[config.mk]
export PLATFORM = sky130hd
export DESIGN_NAME = branch_hist
export DESIGN_NICKNAME = d
export VERILOG_FILES = /design/src/rtl/branch_hist_pkg.sv /design/src/rtl/branch_hist_ctrl.sv /design/src/rtl/branch_hist_filter.sv /design/src/rtl/branch_hist_store.sv /design/src/rtl/branch_hist.sv
export SDC_FILE = /design/constraint.sdc
export NUM_CORES = 2
export LEC_CHECK = 0
export CAP_MARGIN = 20
export CORE_UTILIZATION = 35
export DETAILED_ROUTE_END_ITERATION = 8
export PLACE_DENSITY_LB_ADDON = 0.2
export SLEW_MARGIN = 5
export SYNTH_ARGS = -nofsm -noshare
export SYNTH_HDL_FRONTEND = slang
export SYNTH_SLANG_ARGS = --single-unit
[constraint.sdc]
create_clock -name clk -period 3.1 [get_ports clk]
set_input_delay 0.62 -clock clk [delete_from_list [all_inputs] [get_ports clk]]
set_output_delay 0.62 -clock clk [all_outputs]
set_load 0.05 [all_outputs]
[src/rtl/branch_hist_pkg.sv]
package branch_hist_pkg;

  localparam int ADDR_W   = 64;
  localparam int SEL_W    = 9;
  localparam int CFG_W    = 16;
  localparam int SUP_PRIV = 0;
  localparam int SUP_USER = 1;
  localparam int SUP_CLS0 = 2;

  typedef logic [ADDR_W-1:0] addr_t;
  typedef logic [ADDR_W-2:0] src_t;

  typedef enum logic [2:0] {
    BC_COND  = 3'd0,
    BC_RCALL = 3'd1,
    BC_ICALL = 3'd2,
    BC_RET   = 3'd3,
    BC_IJMP  = 3'd4,
    BC_RJMP  = 3'd5,
    BC_FAR   = 3'd6,
    BC_RSVD  = 3'd7
  } br_class_e;

  typedef struct packed {
    logic frz_on_int;
    logic en;
  } ctl_t;

  // Source word as stored: flag on top, address below.
  function automatic addr_t pack_from(src_t src, logic mis);
    return {mis, src};
  endfunction

  // Keep only the implemented mask bits of a write.
  function automatic logic [CFG_W-1:0] mask_sel(logic [CFG_W-1:0] w);
    return w & CFG_W'((1 << SEL_W) - 1);
  endfunction

  // One-hot mask position of a class.
  function automatic logic [SEL_W-1:0] class_bit(br_class_e c);
    return SEL_W'(1) << (SUP_CLS0 + int'(c));
  endfunction

  // High when the mask drops this branch.
  function automatic logic is_suppressed(logic [SEL_W-1:0] sel, br_class_e c,
                                         logic to_kern);
    logic priv_hit;
    priv_hit = to_kern ? sel[SUP_PRIV] : sel[SUP_USER];
    if (c == BC_RSVD) return 1'b1;
    return priv_hit | (|(sel & class_bit(c)));
  endfunction

  // Slot of the i-th newest entry.
  function automatic int newest_slot(int top, int i, int depth);
    return (top - i) & (depth - 1);
  endfunction

endpackage

[src/rtl/branch_hist_ctrl.sv]
module branch_hist_ctrl
  import branch_hist_pkg::*;
(
  input  logic             clk,
  input  logic             rst_n,
  input  logic             sel_we,
  input  logic [CFG_W-1:0] sel_wdata,
  input  logic             ctl_we,
  input  logic [1:0]       ctl_wdata,
  input  logic             pmi,
  input  logic             frz_clr,
  output logic [CFG_W-1:0] sel_q,
  output ctl_t             ctl_q,
  output logic             frozen,
  output logic             freeze_evt
);

  assign freeze_evt = pmi & ctl_q.en & ctl_q.frz_on_int;

  always_ff @(posedge clk or negedge rst_n) begin
    if (!rst_n) begin
      sel_q <= '0;
    end else if (sel_we) begin
      sel_q <= mask_sel(sel_wdata);
    end
  end

  always_ff @(posedge clk or negedge rst_n) begin
    if (!rst_n) begin
      ctl_q <= '0;
    end else if (ctl_we) begin
      ctl_q <= ctl_t'(ctl_wdata);
    end
  end

  always_ff @(posedge clk or negedge rst_n) begin
    if (!rst_n) begin
      frozen <= 1'b0;
    end else if (freeze_evt) begin
      frozen <= 1'b1;
    end else if (frz_clr) begin
      frozen <= 1'b0;
    end
  end

  assert_freeze_set_R8: assert property (@(posedge clk) disable iff (!rst_n)
    freeze_evt |=> frozen);
  assert_freeze_hold_R9: assert property (@(posedge clk) disable iff (!rst_n)
    frozen && !frz_clr |=> frozen);
  assert_freeze_release_R9: assert property (@(posedge clk) disable iff (!rst_n)
    frozen && frz_clr && !freeze_evt |=> !frozen);
  assert_sel_hold_R11: assert property (@(posedge clk) disable iff (!rst_n)
    !sel_we |=> $stable(sel_q));
  assert_sel_upper_zero_R5: assert property (@(posedge clk) disable iff (!rst_n)
    sel_q[CFG_W-1:SEL_W] == '0);

endmodule

[src/rtl/branch_hist_filter.sv]
module branch_hist_filter
  import branch_hist_pkg::*;
(
  input  logic             br_valid,
  input  br_class_e        br_class,
  input  logic             to_kern,
  input  logic [SEL_W-1:0] sel,
  input  logic             en,
  input  logic             frozen,
  output logic             sup_hit,
  output logic             cap_fire
);

  always_comb begin
    sup_hit  = is_suppressed(sel, br_class, to_kern);
    cap_fire = br_valid & en & ~frozen & ~sup_hit;
  end

endmodule

[src/rtl/branch_hist_store.sv]
module branch_hist_store
  import branch_hist_pkg::*;
#(
  parameter  int DEPTH = 16,
  localparam int IW    = $clog2(DEPTH)
) (
  input  logic          clk,
  input  logic          rst_n,
  input  logic          cap_fire,
  input  logic          clr,
  input  addr_t         wr_from,
  input  addr_t         wr_to,
  input  logic [IW-1:0] rd_idx,
  output addr_t         rd_from,
  output addr_t         rd_to,
  output logic [IW-1:0] tos
);

  addr_t         from_q [DEPTH];
  addr_t         to_q   [DEPTH];
  logic [IW-1:0] tos_q;
  logic [IW-1:0] wr_slot;
  logic [IW-1:0] rd_slot;
  logic          wr_ok;

  assign wr_ok   = cap_fire & ~clr;
  assign wr_slot = tos_q + IW'(1);
  assign rd_slot = IW'(newest_slot(int'(tos_q), int'(rd_idx), DEPTH));
  assign rd_from = from_q[rd_slot];
  assign rd_to   = to_q[rd_slot];
  assign tos     = tos_q;

  always_ff @(posedge clk or negedge rst_n) begin
    if (!rst_n) begin
      tos_q <= '0;
    end else if (wr_ok) begin
      tos_q <= wr_slot;
    end
  end

  for (genvar k = 0; k < DEPTH; k++) begin : g_slot
    always_ff @(posedge clk or negedge rst_n) begin
      if (!rst_n) begin
        from_q[k] <= '0;
        to_q[k]   <= '0;
      end else if (clr) begin
        from_q[k] <= '0;
        to_q[k]   <= '0;
      end else if (wr_ok && wr_slot == IW'(k)) begin
        from_q[k] <= wr_from;
        to_q[k]   <= wr_to;
      end
    end

    assert_clear_zero_R10: assert property (@(posedge clk) disable iff (!rst_n)
      clr |=> from_q[k] == '0 && to_q[k] == '0);
  end

  assert_tos_step_R1: assert property (@(posedge clk) disable iff (!rst_n)
    wr_ok |=> tos_q == IW'($past(tos_q) + IW'(1)));
  assert_tos_hold_R10: assert property (@(posedge clk) disable iff (!rst_n)
    !wr_ok |=> $stable(tos_q));
  assert_write_land_R6: assert property (@(posedge clk) disable iff (!rst_n)
    wr_ok |=> from_q[tos_q] == $past(wr_from) && to_q[tos_q] == $past(wr_to));

endmodule

[src/rtl/branch_hist.sv]
module branch_hist
  import branch_hist_pkg::*;
#(
  parameter  int DEPTH = 16,
  localparam int IW    = $clog2(DEPTH)
) (
  input  logic              clk,
  input  logic              rst_n,
  input  logic              br_valid,
  input  logic [ADDR_W-2:0] br_from,
  input  logic [ADDR_W-1:0] br_to,
  input  logic [2:0]        br_class,
  input  logic              br_to_kernel,
  input  logic              br_mispred,
  input  logic              sel_we,
  input  logic [CFG_W-1:0]  sel_wdata,
  input  logic              ctl_we,
  input  logic [1:0]        ctl_wdata,
  input  logic              pmi,
  input  logic              frz_clr,
  input  logic              stk_clr,
  input  logic [IW-1:0]     rd_idx,
  output logic [ADDR_W-1:0] rd_from,
  output logic [ADDR_W-1:0] rd_to,
  output logic [IW-1:0]     tos,
  output logic [CFG_W-1:0]  sel_rd,
  output logic [1:0]        ctl_rd,
  output logic              frozen
);

  logic [CFG_W-1:0] sel_q;
  ctl_t             ctl_q;
  logic             freeze_evt;
  logic             sup_hit;
  logic             cap_fire;
  addr_t            wr_from;

  assign wr_from = pack_from(br_from, br_mispred);
  assign sel_rd  = sel_q;
  assign ctl_rd  = ctl_q;

  branch_hist_ctrl i_ctrl (
    .clk        (clk),
    .rst_n      (rst_n),
    .sel_we     (sel_we),
    .sel_wdata  (sel_wdata),
    .ctl_we     (ctl_we),
    .ctl_wdata  (ctl_wdata),
    .pmi        (pmi),
    .frz_clr    (frz_clr),
    .sel_q      (sel_q),
    .ctl_q      (ctl_q),
    .frozen     (frozen),
    .freeze_evt (freeze_evt)
  );

  branch_hist_filter i_filter (
    .br_valid (br_valid),
    .br_class (br_class_e'(br_class)),
    .to_kern  (br_to_kernel),
    .sel      (sel_q[SEL_W-1:0]),
    .en       (ctl_q.en),
    .frozen   (frozen),
    .sup_hit  (sup_hit),
    .cap_fire (cap_fire)
  );

  branch_hist_store #(.DEPTH(DEPTH)) i_store (
    .clk      (clk),
    .rst_n    (rst_n),
    .cap_fire (cap_fire),
    .clr      (stk_clr),
    .wr_from  (wr_from),
    .wr_to    (br_to),
    .rd_idx   (rd_idx),
    .rd_from  (rd_from),
    .rd_to    (rd_to),
    .tos      (tos)
  );

  assert_frozen_quiet_R8: assert property (@(posedge clk) disable iff (!rst_n)
    frozen |-> !cap_fire);
  assert_disabled_quiet_R7: assert property (@(posedge clk) disable iff (!rst_n)
    !ctl_rd[0] |-> !cap_fire);
  assert_reserved_class_R3: assert property (@(posedge clk) disable iff (!rst_n)
    br_class == 3'd7 |-> !cap_fire);
  assert_priv_target_R4: assert property (@(posedge clk) disable iff (!rst_n)
    (br_to_kernel ? sel_rd[0] : sel_rd[1]) |-> !cap_fire);

endmodule

**Word-level counts from Yosys, hierarchy flattened**

Cells that the tools add are included.

- Logic and storage cells: 181
- Output and inout bits: 151
- Input port bits: 162
- Bits in registers: 2064

- Equality and inequality tests: 16
- $add $sub $neg: 3
- Reductions and logical operators: 35
- Bitwise gates (word level): 12
- Shift-type cells: 1
- Magnitude comparators: 1
- Muxes and demuxes: 76

Operators with widths:

| cell | count |
|---|---|
| two-way mux 64 bit | 68 |
| binary-select mux 64 bit (select 4 bit) | 2 |
| nonzero test 2 bit | 17 |
| equality test 4 bit, second input constant | 8 |
| << shifter 1 x 32 -> 9 bit, first input constant | 1 |
| equality test 4 x 3 -> 1 bit, second input constant | 4 |
| logical AND 1 bit | 16 |
| bitwise AND 9 bit | 1 |
| OR reduction 9 bit | 1 |
| equality test 4 x 2 -> 1 bit, second input constant | 2 |
| bitwise AND 1 bit | 6 |
| two-way mux 1 bit | 6 |
| greater-or-equal comparator 5 bit, second input constant | 1 |
| inverter 4 -> 5 bit | 1 |
| adder 2 x 3 -> 4 bit, first input constant | 1 |
| adder 4 x 1 -> 4 bit, second input constant | 1 |
| equality test 4 x 1 -> 1 bit, second input constant | 1 |
| logical NOT 4 bit | 1 |
| subtractor 4 bit | 1 |
| equality test 3 bit, second input constant | 1 |
| inverter 1 bit | 3 |
| OR 1 bit | 1 |

**Logic depth before layout (Yosys ltp)**

- Depth after elaboration: 12
- Depth in mapped cells: 10
- Gate-level depth less buffers: 7

**Modules after synthesis**

From an unflattened synthesis, not the netlist that was laid out.

- Cell total of the unflattened synthesis: 8067
- Area total of the unflattened synthesis: 105862.8 um2

By module, submodules not included:

| module | cells an instance | area an instance (um2) | times used | sequential area each (um2) |
|---|---|---|---|---|
| branch_hist_store | 8016 | 105172.1 | 1 | 51349.2 |
| branch_hist_ctrl | 35 | 543.0 | 1 | 300.3 |
| branch_hist_filter | 16 | 147.6 | 1 | 0.0 |

**Worst setup path before layout**

OpenSTA, ideal clock, no wires.

- Path type: register to output
- From: register i_store.tos_q[0], in the netlist i_store.tos[0]
- To: output port rd_to[57]
- Stages on the path, launching flop included: 10
- Setup slack: -1.097 ns
- Arrival time: 3.577 ns
- Cells stage by stage: dfrtp_1 -> inv_1 -> ha_1 -> fa_1 -> clkbuf_1 -> clkbuf_1 -> buf_1 -> mux4_2 -> mux2i_1 -> mux2i_1

- Word-level cells in the longest chain between the ends: 5

RTL lines:

| what | RTL line | source |
|---|---|---|
| start: declaration | branch_hist_store.sv:21 | `logic [IW-1:0] tos_q;` |
| start signal: assignment | branch_hist_store.sv:37 | `tos_q <= wr_slot;` |
| subtractor 4 bit | branch_hist_pkg.sv:55 | `return (top - i) & (depth - 1);` |
| inverter 4 -> 5 bit (not written as such) | branch_hist_store.sv:30 | `assign rd_to = to_q[rd_slot];` |
| binary-select mux 64 bit (select 4 bit) | branch_hist_store.sv:30 |  |
| two-way mux 64 bit (not written as such) (2 in series) | branch_hist_store.sv:30 |  |
| end: declaration | branch_hist.sv:24 | `output logic [ADDR_W-1:0] rd_to,` |

Every way passes these cells. The select of a mux whose other input is x is not followed.

**Worst setup path in the final report**

- From: register i_store.tos_q[0], in the netlist i_store.tos[0]
- To: output port rd_to[10]

The elaborated chain is that of the path after synthesis.

==> results.cfg <==
[worst_setup_path]
path_class = reg2out
cp_max_fo = 10
critPathRequiredTime_ps = 2480
setup.worst_path.end_class = output port
critPathArrivalTime_ps = 3890
r2r.worst_path.cells = 8
crit_path_start_kind = flip-flop

[synth]
synth_area_leaders = dfrtp_1 48%, mux2i_1 23%, nand2b_1 13%
async_reset_ff_share_pct = 100.0
yosys_most_used_dff = dfrtp_1
syn_area_per_cell_um2 = 13.09
synthCells = 8171
synthSimpleGateAreaFrac_pct = 12.96
yosysMostFrequentCell = mux2i_1
synth_compound_area_share_pct = 0.06552
syn-cell-area_um2 = 106900
synth_edf_count = 0
ys_warn_count = 0
synth_xor_area_share_pct = 0.04914
synth.distinct_cells = 37
synth_area_leader_cell = dfrtp_1
synth_common_cells = 2,437 x mux2i_1, 2,176 x nand2b_1, 2,064 x dfrtp_1
synth_top_family_by_area = multiplexers
ys_ff_latch = 2064
synthMuxAreaShare_pct = 33.73
yosysSeqAreaShare_pct = 48.30
synth-adder-area-share_pct = 0.1240
yosysTopAreaCellShare_pct = 48.30

[cts]
cts_buffers = 239
clock-sinks = 2064
path_clk_slew_ps = 60
cts.path.max_buffers = 4
insertion_delay_ps = 910
clockRootBuffer = clkbuf_16
cts_tree = built
htree_num_levels = 4

[timing]
setup_slack_ps = -1407
min_period_over_period_pct = 145.4
min_period_ps = 4507
hold_ws_ps = 287.2
worst_pin_slew_ps = 885.6
max_freq_mhz = 221.9
hold_viol = 0
slew-limit-headroom_pct = 40.96
fin_setup_tns_ps = -166650
rsz0062_at_grt = true
setup_viol = 128
finClkSkew_ps = 47.99
final_max_slew_viol_count = 0

[global_route]
antenna_found_initial = 4
grt.met3_usage_pct = 2.151
gr-usage-met2_pct = 33.37
gr-usage-all-layers_pct = 20.07
overflow = 0
grt_pass1_wl_um = 473300
grt_max_degree = 196
busiest_layer = met2
grt_pass1_vias = 71070
gr-usage-met1_pct = 27.89

[power]
vdd_drop_max_v = 0.0005762
p_leak_nw = 60.33
p_per_area_nw_per_um2 = 656.1

[drt]
wirelength_um = 310500
routedWlPerCell_um = 24.28
first_pass_iters = 5
drc = 0
drtIter0Drc = 4011
via_per_inst = 5.090
via_count = 65110
final_antenna_net_count = 0

[finish]
drive_above_1_share_pct = 24.50
design_area_um2 = 132700
layout.cells.non_filler = 12790
multiInputGateArea_um2 = 53310
area_growth_pct = 24.08
fillers = 27360
nets = 8787
regArea_um2 = 51650

[placed_design]
pre_cts_ws_ps = -1421
place_area_um2 = 121900
place.port_buffers = 298
place_hpwl_um = 197100
gp_congestion = 0.7564
dp.cells = 12300

[min_path]
hold_path_class = in2reg
hold_depth = 2

[floorplan]
rows = 202
pin_count = 313
dieArea_um2 = 307700
core_region_area_um2 = 303300
initial_core_util_pct = 35.26
die_w_um = 554.7
fp.dieH_um = 554.7

[run_status]
status = finished, violations left
violations = setup timing

[run]
maxCapViolations = 0
layer usage:
metal / vias to the layer above / share of wire [%]
li1: 29130 / -
met1: 34630 / 46
met2: 937 / 48
met3: 414 / 2.9
met4: 0 / 2.5
met5: - / 0
layout by cell type (no fill, tap or decap), types with 14 or more instances in the layout:
cell	instances
buf_6	61
nand2b_1	2176
dfrtp_1	2062
clkbuf_16	249
buf_8	14
clkinv_2	30
clkbuf_8	69
mux4_2	512
buf_12	398
clkdlybuf4s50_1	167
bufinv_16	15
buf_16	24
mux2i_1	2130
mux2i_4	205
buf_4	424
mux2i_2	102
clkbuf_1	64
power by group:
group          internal, W  switching, W  leakage [nW]
Combinational       0.0152        0.0154          27.5
Clock               0.0172        0.0120          3.98
Sequential          0.0271      0.000111          28.8
cells by family (layout without fill, tap and decap cells):
family / Yosys count / count (layout)
DFF: 2064 / 2064
and+or+nand+nor: 2210 / 2210
adders and majority gates: 10 / 10
buffers and inverters: 907 / 1541
muxes: 2962 / 2962
other: 1 / 9
AOI/OAI and AO/OA: 11 / 11
xor gates and xnor gates: 6 / 6
critical path, stage by stage (launching register included):
cell and delay (ps):
dfrtp_2 380, inv_4 60, ha_4 160, fa_4 780
buf_12 160, buf_16 150, buf_8 140, buf_4 120
buf_12 140, mux4_2 330, mux2i_4 220, mux2i_4 150
buf_6 180
registers in the layout, summed over array words and instances (netlist names):
signal	count
i_store.from_q	1024
i_store.to_q	1024
i_ctrl.sel_q	9
i_store.tos	4
i_ctrl.ctl_q	2
i_ctrl.frozen	1
stage by stage:
| step | utilization [%] | power, W |
|---|---|---|
| CTS | 43.48 | 0.08720 |
| detailed placement | 40.19 | 0.05390 |
| floorplan | - | 0.04315 |
| global placement | 40.19 | 0.05385 |
| finish | 43.75 | 0.08705 |
| global route | 43.75 | 0.09011 |
cell type report:
cell class                      instances  share of cell area (%)
Clock buffer                          375                   5.461
Sequential cell                      2064                   38.93
Tap cell                             3978                   3.751
Timing Repair Buffer                 1097                   11.00
Multi-Input combinational cell       5206                   40.18
Inverter                                7                 0.02169
Clock inverter                         62                  0.6526
Antenna cell                            2                0.003772
path summary, 6_finish.rpt:
| path | startpoint | end | slack [ps] |
|---|---|---|---|
| setup / recovery | i_store.tos[0]$_DFFE_PN0P_ | rd_to[10] | -1410 |
| hold / removal | frz_clr | i_ctrl.frozen$_DFFE_PN0P_ | 290 |
| setup reg to reg | i_store.tos[0]$_DFFE_PN0P_ | i_store.to_q[619]$_DFFE_PN0P_ | 250 |
| hold reg to reg | i_store.from_q[158]$_DFFE_PN0P_ | i_store.from_q[158]$_DFFE_PN0P_ | 540 |
| max in group asynchronous | rst_n | i_store.to_q[335]$_DFFE_PN0P_ | 1540 |
| min in group asynchronous | rst_n | i_store.from_q[111]$_DFFE_PN0P_ | 320 |
timing repair:
item                                    4_1_cts  5_1_grt
hold buffers                                  1        0
buffers inserted                             26       15
resized for setup                           254      107
pin swaps                                     1        1
gates cloned                                 15        7
endpoints found under the setup margin      128      128
endpoints found under the hold margin       196        0
(Power assumes the default switching activity.)
